`src/rtl/prg_dec_pkg.sv`:
```
package prg_dec_pkg;
  typedef enum logic [2:0] {
    WT_NONE,
    WT_PRG,
    WT_CHR_LO_A,
    WT_CHR_LO_B,
    WT_CHR_HI_A,
    WT_CHR_HI_B,
    WT_MIRROR
  } wr_tgt_e;
endpackage

```
`src/rtl/prg_wr_decode.sv`:
```
module prg_wr_decode
  import prg_dec_pkg::*;
#(
  parameter int ADDR_W = 16
) (
  input  logic [ADDR_W-1:0] addr_i,
  input  logic              we_i,
  output wr_tgt_e           tgt_o
);
  logic unused_lo;
  assign unused_lo = ^addr_i[ADDR_W-5:0];

  // 4 KB register windows, upper half only
  always_comb begin
    tgt_o = WT_NONE;
    if (we_i && addr_i[ADDR_W-1]) begin
      unique case (addr_i[ADDR_W-2:ADDR_W-4])
        3'b010:  tgt_o = WT_PRG;
        3'b011:  tgt_o = WT_CHR_LO_A;
        3'b100:  tgt_o = WT_CHR_LO_B;
        3'b101:  tgt_o = WT_CHR_HI_A;
        3'b110:  tgt_o = WT_CHR_HI_B;
        3'b111:  tgt_o = WT_MIRROR;
        default: tgt_o = WT_NONE;
      endcase
    end
  end
endmodule

```
`src/rtl/prg_bank_regs.sv`:
```
module prg_bank_regs
  import prg_dec_pkg::*;
#(
  parameter int PRG_BANK_W = 4,
  parameter int CHR_REG_W  = 5,
  parameter int DATA_W     = 8,
  parameter int N_CHR      = 4
) (
  input  logic                  clk_i,
  input  logic                  rst_ni,
  input  wr_tgt_e               tgt_i,
  input  logic [DATA_W-1:0]     wdata_i,
  output logic [PRG_BANK_W-1:0] prg_bank_o,
  output logic [CHR_REG_W-1:0]  chr_o [N_CHR],
  output logic                  mirror_o
);
  logic unused_data;
  assign unused_data = ^wdata_i[DATA_W-1:CHR_REG_W];

  always_ff @(posedge clk_i or negedge rst_ni) begin
    if (!rst_ni) begin
      prg_bank_o <= '0;
      mirror_o   <= 1'b0;
    end else begin
      if (tgt_i == WT_PRG)    prg_bank_o <= wdata_i[PRG_BANK_W-1:0];
      if (tgt_i == WT_MIRROR) mirror_o   <= wdata_i[0];
    end
  end

  for (genvar i = 0; i < N_CHR; i++) begin : g_chr
    localparam wr_tgt_e MY_TGT = wr_tgt_e'(int'(WT_CHR_LO_A) + i);

    always_ff @(posedge clk_i or negedge rst_ni) begin
      if (!rst_ni)              chr_o[i] <= '0;
      else if (tgt_i == MY_TGT) chr_o[i] <= wdata_i[CHR_REG_W-1:0];
    end

    assert_chr_load_R4: assert property (@(posedge clk_i) disable iff (!rst_ni)
      (tgt_i == MY_TGT) |=> (chr_o[i] == $past(wdata_i[CHR_REG_W-1:0])));

    assert_chr_hold_R8: assert property (@(posedge clk_i) disable iff (!rst_ni)
      (tgt_i != MY_TGT) |=> $stable(chr_o[i]));
  end

  assert_prg_src_R3: assert property (@(posedge clk_i) disable iff (!rst_ni)
    !$stable(prg_bank_o) |-> ($past(tgt_i) == WT_PRG));

  assert_prg_load_R3: assert property (@(posedge clk_i) disable iff (!rst_ni)
    (tgt_i == WT_PRG) |=> (prg_bank_o == $past(wdata_i[PRG_BANK_W-1:0])));

  assert_mirror_load_R5: assert property (@(posedge clk_i) disable iff (!rst_ni)
    (tgt_i == WT_MIRROR) |=> (mirror_o == $past(wdata_i[0])));

  assert_idle_hold_R9: assert property (@(posedge clk_i) disable iff (!rst_ni)
    (tgt_i == WT_NONE) |=> ($stable(prg_bank_o) && $stable(mirror_o)));
endmodule

```
`src/rtl/prg_addr_map.sv`:
```
module prg_addr_map #(
  parameter int ADDR_W     = 16,
  parameter int PRG_BANK_W = 4,
  parameter int OFFS_W     = 13,
  parameter int CNT_W      = PRG_BANK_W + 1
) (
  input  logic [ADDR_W-1:0]            addr_i,
  input  logic [PRG_BANK_W-1:0]        prg_bank_i,
  input  logic [CNT_W-1:0]             rom_banks_i,
  output logic [PRG_BANK_W+OFFS_W-1:0] prg_addr_o,
  output logic                         rd_en_o
);
  logic [1:0]            slot;
  logic [2:0]            back;
  logic [CNT_W-1:0]      fixed_full;
  logic [PRG_BANK_W-1:0] bank;
  logic                  unused_hi;

  assign slot       = addr_i[OFFS_W+1:OFFS_W];
  // slot 1..3 -> last-3, last-2, last-1
  assign back       = 3'd4 - {1'b0, slot};
  assign fixed_full = rom_banks_i - CNT_W'(back);
  assign unused_hi  = fixed_full[CNT_W-1];
  assign bank       = (slot == 2'd0) ? prg_bank_i : fixed_full[PRG_BANK_W-1:0];
  assign rd_en_o    = addr_i[ADDR_W-1];
  assign prg_addr_o = rd_en_o ? {bank, addr_i[OFFS_W-1:0]} : '0;
endmodule

```
`src/rtl/prg_bank_decoder.sv`:
```
module prg_bank_decoder
  import prg_dec_pkg::*;
#(
  parameter int ADDR_W     = 16,
  parameter int DATA_W     = 8,
  parameter int PRG_BANK_W = 4,
  parameter int CHR_REG_W  = 5,
  localparam int OFFS_W     = 13,
  localparam int CNT_W      = PRG_BANK_W + 1,
  localparam int PRG_ADDR_W = PRG_BANK_W + OFFS_W
) (
  input  logic                  clk_i,
  input  logic                  rst_ni,
  input  logic [ADDR_W-1:0]     cpu_addr_i,
  input  logic [DATA_W-1:0]     cpu_wdata_i,
  input  logic                  cpu_we_i,
  input  logic [CNT_W-1:0]      rom_banks_i,
  output logic [PRG_ADDR_W-1:0] prg_addr_o,
  output logic                  prg_rd_en_o,
  output logic                  mirror_horiz_o,
  output logic [CHR_REG_W-1:0]  chr_lo_a_o,
  output logic [CHR_REG_W-1:0]  chr_lo_b_o,
  output logic [CHR_REG_W-1:0]  chr_hi_a_o,
  output logic [CHR_REG_W-1:0]  chr_hi_b_o
);
  localparam int N_CHR = 4;

  wr_tgt_e               wr_tgt;
  logic [PRG_BANK_W-1:0] prg_bank;
  logic [CHR_REG_W-1:0]  chr_q [N_CHR];

  prg_wr_decode #(.ADDR_W(ADDR_W)) u_dec (
    .addr_i (cpu_addr_i),
    .we_i   (cpu_we_i),
    .tgt_o  (wr_tgt)
  );

  prg_bank_regs #(
    .PRG_BANK_W (PRG_BANK_W),
    .CHR_REG_W  (CHR_REG_W),
    .DATA_W     (DATA_W),
    .N_CHR      (N_CHR)
  ) u_regs (
    .clk_i      (clk_i),
    .rst_ni     (rst_ni),
    .tgt_i      (wr_tgt),
    .wdata_i    (cpu_wdata_i),
    .prg_bank_o (prg_bank),
    .chr_o      (chr_q),
    .mirror_o   (mirror_horiz_o)
  );

  prg_addr_map #(
    .ADDR_W     (ADDR_W),
    .PRG_BANK_W (PRG_BANK_W),
    .OFFS_W     (OFFS_W),
    .CNT_W      (CNT_W)
  ) u_map (
    .addr_i      (cpu_addr_i),
    .prg_bank_i  (prg_bank),
    .rom_banks_i (rom_banks_i),
    .prg_addr_o  (prg_addr_o),
    .rd_en_o     (prg_rd_en_o)
  );

  assign chr_lo_a_o = chr_q[0];
  assign chr_lo_b_o = chr_q[1];
  assign chr_hi_a_o = chr_q[2];
  assign chr_hi_b_o = chr_q[3];

  assert_open_bus_R7: assert property (@(posedge clk_i) disable iff (!rst_ni)
    !cpu_addr_i[ADDR_W-1] |-> (!prg_rd_en_o && (prg_addr_o == '0)));

  assert_slot0_R1: assert property (@(posedge clk_i) disable iff (!rst_ni)
    (cpu_addr_i[ADDR_W-1:OFFS_W] == 3'b100) |->
      (prg_addr_o == {prg_bank, cpu_addr_i[OFFS_W-1:0]}));

  assert_last_slot_R2: assert property (@(posedge clk_i) disable iff (!rst_ni)
    (cpu_addr_i[ADDR_W-1:OFFS_W] == 3'b111) |->
      (prg_addr_o[PRG_ADDR_W-1:OFFS_W] == PRG_BANK_W'(rom_banks_i - CNT_W'(1))));

  assert_low_write_R8: assert property (@(posedge clk_i) disable iff (!rst_ni)
    (cpu_we_i && (cpu_addr_i[ADDR_W-1:ADDR_W-3] < 3'b101)) |=> $stable(prg_bank));
endmodule

```
`config.mk`:
```
export PLATFORM = sky130hd
export DESIGN_NAME = prg_bank_decoder
export DESIGN_NICKNAME = d
export VERILOG_FILES = /design/src/rtl/prg_dec_pkg.sv /design/src/rtl/prg_wr_decode.sv /design/src/rtl/prg_bank_regs.sv /design/src/rtl/prg_addr_map.sv /design/src/rtl/prg_bank_decoder.sv
export SDC_FILE = /design/constraint.sdc
export NUM_CORES = 1
export LEC_CHECK = 0
export ABC_AREA = 1
export BUFFER_PORTS_ARGS = -buffer_cell sky130_fd_sc_hd__buf_2
export CAP_MARGIN = 15
export CORE_ASPECT_RATIO = 0.75
export CORE_MARGIN = 3
export CORE_UTILIZATION = 35
export CTS_CLUSTER_SIZE = 28
export DETAILED_ROUTE_END_ITERATION = 16
export GPL_TIMING_DRIVEN = 0
export PLACE_DENSITY = 0.65
export SLEW_MARGIN = 30
export SYNTH_ARGS = -nofsm -noshare
export SYNTH_HDL_FRONTEND = slang
export SYNTH_SLANG_ARGS = --single-unit
```
`constraint.sdc`:
```
create_clock -name clk_i -period 3.4 [get_ports clk_i]
set_input_delay 0.68 -clock clk_i [delete_from_list [all_inputs] [get_ports clk_i]]
set_output_delay 0.68 -clock clk_i [all_outputs]
set_load 0.01 [all_outputs]
```
==> qor.csv, run 1 <==
metric;value;unit
Max-cap violations;0;
RSZ-0062 raised after global routing;no;
Starting Density;0.381;
Reg2Reg Depth;2;
FF/Latch Area;626;sq um
number of synthesized register bits;25;
via/cell ratio;4.36;
# IOs;71;
vias in the first global route;1139;
final setup TNS;0;ns
final-stage net count;267;
CTS HTree Levels;1;
Switching Fraction;0.321;
Setup-failing EPs final;0;
crit path DAT;2.17;ns
Slew @ Worst Pin;0.540;ns
die area;4520;sq um
CTS tree;done;
area occupied by multi-input gates;554;sq um
grt ovf;0;
remaining antenna violation count;0;
R2R Path End;u_regs.mirror_o$_DFFE_PN0N_;
count of pins over their slew limit;0;
Synthesized Nets;197;
Cell variety after synth;19;
Leak;1.06;nW
Syn. warnings;0;
Worst setup EP type;primary output;
cell row count;18;
fillers;361;
DRC violations left;0;
GP Congestion;0.792;
switching pwr;0.000261;W
CTS root buf;clkbuf_8;
status;complete, no violations;
Pwr Density;466;nW/um^2
count leader, synth;nand2_1;
Critical Path Start;cpu_addr_i[13];
Initial DRC Count;33;
max-slew headroom at the worst pin;0.640;
placed cell areas;1700;sq um
cts hold-fix bufs;0;
Worst R2R Setup Slack;2.75;ns
CP Class;in2out;
synthesized area;1310;sq um
EDFF count, synth;0;
WP buf/inv;4;
global-route wire length before repair;5.18;mm
combinational share of power;0.294;
final period utilization;0.838;
Peak supply drop;0.000397;V
synth cell count leaders;nand2_1 (42), inv_1 (29), dfrtp_1 (25);
CP Data Required Time;2.72;ns
Sequential Power Share;0.490;
share of post-route cells with drive strength above 1;0.360;
largest net degree at the start of global routing;26;
Int Power;0.000551;W
Routed WL;3.04;mm
Tmin final;2.85;ns
Layout Skew;0;ns
# Post-CTS Setup Buffers;0;
Synth area leader;dfrtp_1;
Main synth FF type;dfrtp_1;
min-delay worst type;in2async;
Power Total;0.000812;W
P&R area growth vs syn;33.0;%
DRT Pass-1 Iters;4;
worst r2r src;u_regs.mirror_o$_DFFE_PN0N_;
critical-path cell list;buf_2 > inv_1 > ha_1 > inv_2 > ha_1 > a21oi_1 > nand3_1 > nand2_1 > nor2_1 > nor2_1 > buf_2;
routed vias;1211;
Reg clk slew, reported paths;0.09;ns
Synth top area share;0.477;
post-cts resize count;0;
Startpoint Class;input port;
top cells by area, synth;dfrtp_1 (48%), nand2_1 (12%), inv_1 (8.3%), o21ai_1 (7.6%), ha_1 (4.8%);
chip width;76.7;microns
Max Buffers Root-to-Sink;2;
Clk network pwr share;0.215;
Synth async-reset ratio;1.00;
Worst-Skew Late Latency;0.27;ns
FMAX;351;MHz
cell area after layout;1740;sq um
Die H;59.0;microns
Max stage delay on crit path;0.32;ns
DP HPWL;2.38;mm
crit-path max FO;8;
CP max stage cell;ha_1;
number of port buffers;65;
Total GRT Usage;0.143;
cell family with most CP delay;adder cells;
CTS buffer count;3;
initial antenna violation count;0;
Core Area;3450;sq um
final hold violations;0;
Synth Area per Inst;8.25;sq um
n_diodes;0;
Cells after Synth;159;
CTS sink cnt;25;
DR WL/cell;10.9;microns
post-synthesis sequential area ratio;0.477;
==> stage by stage <==
step                       util  setup WS, ns  hold WS, ns  std cells
after floorplan               -         0.845        0.384        159
after global placement    0.493         0.515        0.467        274
after detailed placement  0.493         0.542        0.477        274
after CTS                 0.506         0.538        0.395        278
after global routing      0.506         0.361        0.421        278
final                     0.506         0.551        0.379        278
==> registers in the layout, summed over array words and instances (netlist names) <==
name	count
u_regs.chr_o	20
u_regs.prg_bank_o	4
u_regs.mirror_o	1
==> metal layers <==
metal	up-vias	share of wire	global-route usage
li1	634	-	-
met3	5	0.087	0.0502
met4	0	0.011	0.0465
met5	-	0	0
met1	527	0.43	0.176
met2	45	0.47	0.239
==> final cells by class <==
class	instances	share of cell area
buffer	3	0.0108
timing repair buffer	65	0.187
tap	50	0.0359
clock buffer	4	0.0258
inverter	30	0.0646
sequential	25	0.359
multi-input combinational	101	0.318
==> cell usage in the layout (no fill, tap or decap), drive strengths merged, types with 4 or more instances in the layout <==
| cell | instances |
|---|---|
| a21oi | 4 |
| buf | 67 |
| clkbuf | 5 |
| dfrtp | 25 |
| ha | 5 |
| inv | 30 |
| nand2 | 43 |
| nand3 | 9 |
| nor2 | 7 |
| o21ai | 30 |
==> power groups by stage <==
stage	registers, W	logic [W]	clock network (W)
after floorplan	0.000428	0.000102	0
after global placement	0.000402	0.000238	0
after detailed placement	0.000403	0.000243	0
after CTS	0.000398	0.000244	0.000178
after global routing	0.000407	0.000274	0.000192
final	0.000398	0.000239	0.000175
==> cell families (layout without fill, tap and decap cells) <==
kind of cell	count (synthesis)	in the layout	synth area share
buffers and inverters	33	102	0.100
xor gates and xnor gates	1	1	0.00668
DFF	25	25	0.477
adders and majority gates	6	6	0.0630
AOI/OAI and AO/OA	35	35	0.136
and+or+nand+nor	59	59	0.218
==> how the worst max path moves through the flow <==
stage                     end  slack, ns  cells after the start
6_report       prg_addr_o[16]       0.55                     11
3_5_place_dp   prg_addr_o[16]       0.54                     11
4_1_cts        prg_addr_o[16]       0.54                     11
3_3_place_gp   prg_addr_o[16]       0.52                     11
2_1_floorplan  prg_addr_o[16]       0.84                      9
5_1_grt        prg_addr_o[16]       0.36                     11
No activity file was read; power rests on OpenSTA's default activity.
==> inputs of run 2 (changes only) <==
- ABC_AREA: 1 -> 0
- PLACE_DENSITY: 0.65 -> 0.68
- clock period: 3.4 -> 2.4 ns (I/O delays scaled with it)
==> qor.csv, run 2 <==
metric;value;unit;change
Synth area leader;dfrtp_1;;unchanged
CTS tree;done;;unchanged
routed vias;1052;;was 1211
Die H;58.5;microns;was 59.0 microns
DRT Pass-1 Iters;3;;was 4
largest net degree at the start of global routing;26;;unchanged
Synth top area share;0.487;;was 0.477
Setup-failing EPs final;0;;unchanged
final period utilization;0.982;;
Main synth FF type;dfrtp_1;;unchanged
Cells after Synth;102;;was 159
Max Buffers Root-to-Sink;2;;unchanged
Startpoint Class;input port;;unchanged
GP Congestion;0.689;;was 0.792
CTS sink cnt;25;;unchanged
Core Util, Final;0.533;;was 0.506
vias in the first global route;1113;;was 1139
die area;4440;sq um;was 4520 sq um
CTS buffer count;3;;unchanged
CP Data Required Time;1.92;ns;was 2.72 ns
fin worst setup slack;0.0427;ns;was 0.551 ns
n_diodes;0;;unchanged
DP HPWL;2.48;mm;was 2.38 mm
Worst-Skew Late Latency;0.26;ns;was 0.27 ns
Core Area;3400;sq um;was 3450 sq um
Max-cap violations;0;;unchanged
FMAX;424;MHz;
placed cell areas;1680;sq um;was 1700 sq um
P&R area growth vs syn;41.1;%;was 33.0%
final hold violations;0;;unchanged
Routed WL;3.14;mm;was 3.04 mm
number of port buffers;66;;was 65
R2R Path End;u_regs.chr_o[17]$_DFFE_PN0N_;;was u_regs.mirror_o$_DFFE_PN0N_
cell row count;18;;unchanged
max reg flops;20;;unchanged
max-slew headroom at the worst pin;0.645;;was 0.640
grt ovf;0;;unchanged
Cell variety after synth;25;;was 19
Int Power;0.000829;W;was 0.000551 W
DRC violations left;0;;unchanged
final setup TNS;0;ns;unchanged
combinational share of power;0.315;;was 0.294
Peak supply drop;0.000546;V;was 0.000397 V
Synth async-reset ratio;1.00;;unchanged
Syn. warnings;0;;unchanged
crit path DAT;1.88;ns;was 2.17 ns
status;complete, no violations;;unchanged
Setup WS pre-CTS;-0.383;ns;was 0.542 ns
top cells by area, synth;dfrtp_1 (49%), mux2_2 (22%), and2_1 (6.8%), ha_1 (4.9%), inv_1 (2.0%);;was dfrtp_1 (48%), nand2_1 (12%), inv_1 (8.3%), o21ai_1 (7.6%), ha_1 (4.8%)
remaining antenna violation count;0;;unchanged
Starting Density;0.377;;was 0.381
Worst setup EP type;primary output;;unchanged
min-delay worst type;in2async;;unchanged
most common cell after layout, fill and taps aside;buf_2;;unchanged
Worst R2R Setup Slack;1.64;ns;was 2.75 ns
CTS root buf;clkbuf_8;;unchanged
Tmin final;2.36;ns;
CTS HTree Levels;1;;unchanged
Synth Area per Inst;12.6;sq um;was 8.25 sq um
chip width;75.9;microns;was 76.7 microns
Top reg by flops;u_regs.chr_o;;unchanged
Leak;0.949;nW;was 1.06 nW
DR WL/cell;14.0;microns;was 10.9 microns
global-route wire length before repair;5.20;mm;was 5.18 mm
switching pwr;0.000341;W;was 0.000261 W
worst r2r src;u_regs.chr_o[17]$_DFFE_PN0N_;;was u_regs.mirror_o$_DFFE_PN0N_
post-synthesis sequential area ratio;0.487;;was 0.477
synth cell count leaders;dfrtp_1 (25), mux2_2 (25), and2_1 (14);;was nand2_1 (42), inv_1 (29), dfrtp_1 (25)
EDFF count, synth;0;;unchanged
Reg clk slew, reported paths;0.08;ns;was 0.09 ns
Synthesized Nets;140;;was 197
# IOs;71;;unchanged
Switching Fraction;0.291;;was 0.321
Total GRT Usage;0.146;;was 0.143
cell area after layout;1810;sq um;was 1740 sq um
share of post-route cells with drive strength above 1;0.634;;was 0.360
Initial DRC Count;43;;was 33
crit-path max FO;8;;unchanged
count of pins over their slew limit;0;;unchanged
synthesized area;1280;sq um;was 1310 sq um
initial antenna violation count;0;;unchanged
Clk network pwr share;0.203;;was 0.215
Pwr Density;646;nW/um^2;was 466 nW/um^2
Layout Skew;0;ns;unchanged
most frequent cells in the layout;buf_2 (64), mux2_2 (25), dfrtp_1 (25), and2_1 (14), buf_4 (4);;was buf_2 (65), nand2_1 (42), inv_1 (29), dfrtp_1 (25), o21ai_1 (20)
via/cell ratio;4.68;;was 4.36
Slew @ Worst Pin;0.532;ns;was 0.540 ns
Sequential Power Share;0.481;;was 0.490
Reg2Reg Depth;1;;was 2
top flop regs;u_regs.chr_o: 20 flops, u_regs.prg_bank_o: 4 flops, u_regs.mirror_o: 1 flops;;unchanged
CP Class;in2out;;unchanged
cts hold-fix bufs;0;;unchanged
final-stage net count;214;;was 267
number of synthesized register bits;25;;unchanged
final hold slack;0.187;ns;was 0.379 ns
## run 2: kinds of logic (layout without fill, tap and decap cells)
logic type                 Yosys count  after routing  share of synthesized area
and+or+nand+nor                     29             29                      0.151
adders and majority gates            6              6                     0.0643
AOI/OAI and AO/OA                    6              6                     0.0341
DFF                                 25             25                      0.487
muxes                               26             26                      0.227
xor gates and xnor gates             1              1                    0.00682
buffers and inverters                9             82                     0.0292
## run 2: layer usage
layer / wire length, microns / vias up / track usage
li1: - / 503 / -
met3: 231 / 0 / 0.0474
met1: 1340 / 510 / 0.177
met5: 0 / - / 0
met4: 0 / 0 / 0.00775
met2: 1570 / 39 / 0.269
## run 2: what timing repair did
| item | in CTS | in global routing |
|---|---|---|
| setup buffers | 0 | 3 |
| pin swaps | 1 | 6 |
| resized for setup | 9 | 9 |
| endpoints found under the setup margin | 2 | 3 |
## run 2: per-stage QoR
stage | total power, W | cells
CTS | 0.00118 | 222
global placement | 0.000908 | 218
finish | 0.00117 | 225
floorplan | 0.000755 | 102
detailed placement | 0.000923 | 218
global route | 0.00125 | 225
## run 2: how the worst max path moves through the flow
stage                              start              to  slack (ns)  depth (start not counted)
after detailed placement  cpu_addr_i[13]  prg_addr_o[16]       -0.38                          9
after global placement    cpu_addr_i[13]  prg_addr_o[16]       -0.17                          9
after floorplan           cpu_addr_i[13]  prg_addr_o[16]        0.08                          7
final                     cpu_addr_i[13]  prg_addr_o[16]        0.04                          9
after global routing      cpu_addr_i[13]  prg_addr_o[16]       -0.02                          9
after CTS                 cpu_addr_i[14]  prg_addr_o[15]       0.004                          9
## run 2: critical path, cell delays in order
cell      delay [ns]
buf_8           0.10
inv_4           0.05
ha_4            0.25
inv_2           0.04
ha_1            0.27
nand3b_1        0.12
a211oi_2        0.33
nor3b_4         0.08
buf_2           0.15
## run 2: cell type report
class	count	area, sq um
clock inverter	1	5.00
inverter	7	28.8
clock buffer	3	41.3
sequential	25	626
multi-input combinational	68	668
fill	316	1590
tap	50	62.6
timing repair buffer	69	369
buffer	2	11.3
## run 2: power groups by stage
| stage | combinational (W) | sequential, W | clock, W |
|---|---|---|---|
| global placement | 0.000339 | 0.000569 | 0 |
| finish | 0.000369 | 0.000563 | 0.000238 |
| floorplan | 0.000148 | 0.000608 | 0 |
| CTS | 0.000364 | 0.000564 | 0.000252 |
| global route | 0.000407 | 0.000579 | 0.000265 |
| detailed placement | 0.000352 | 0.000571 | 0 |
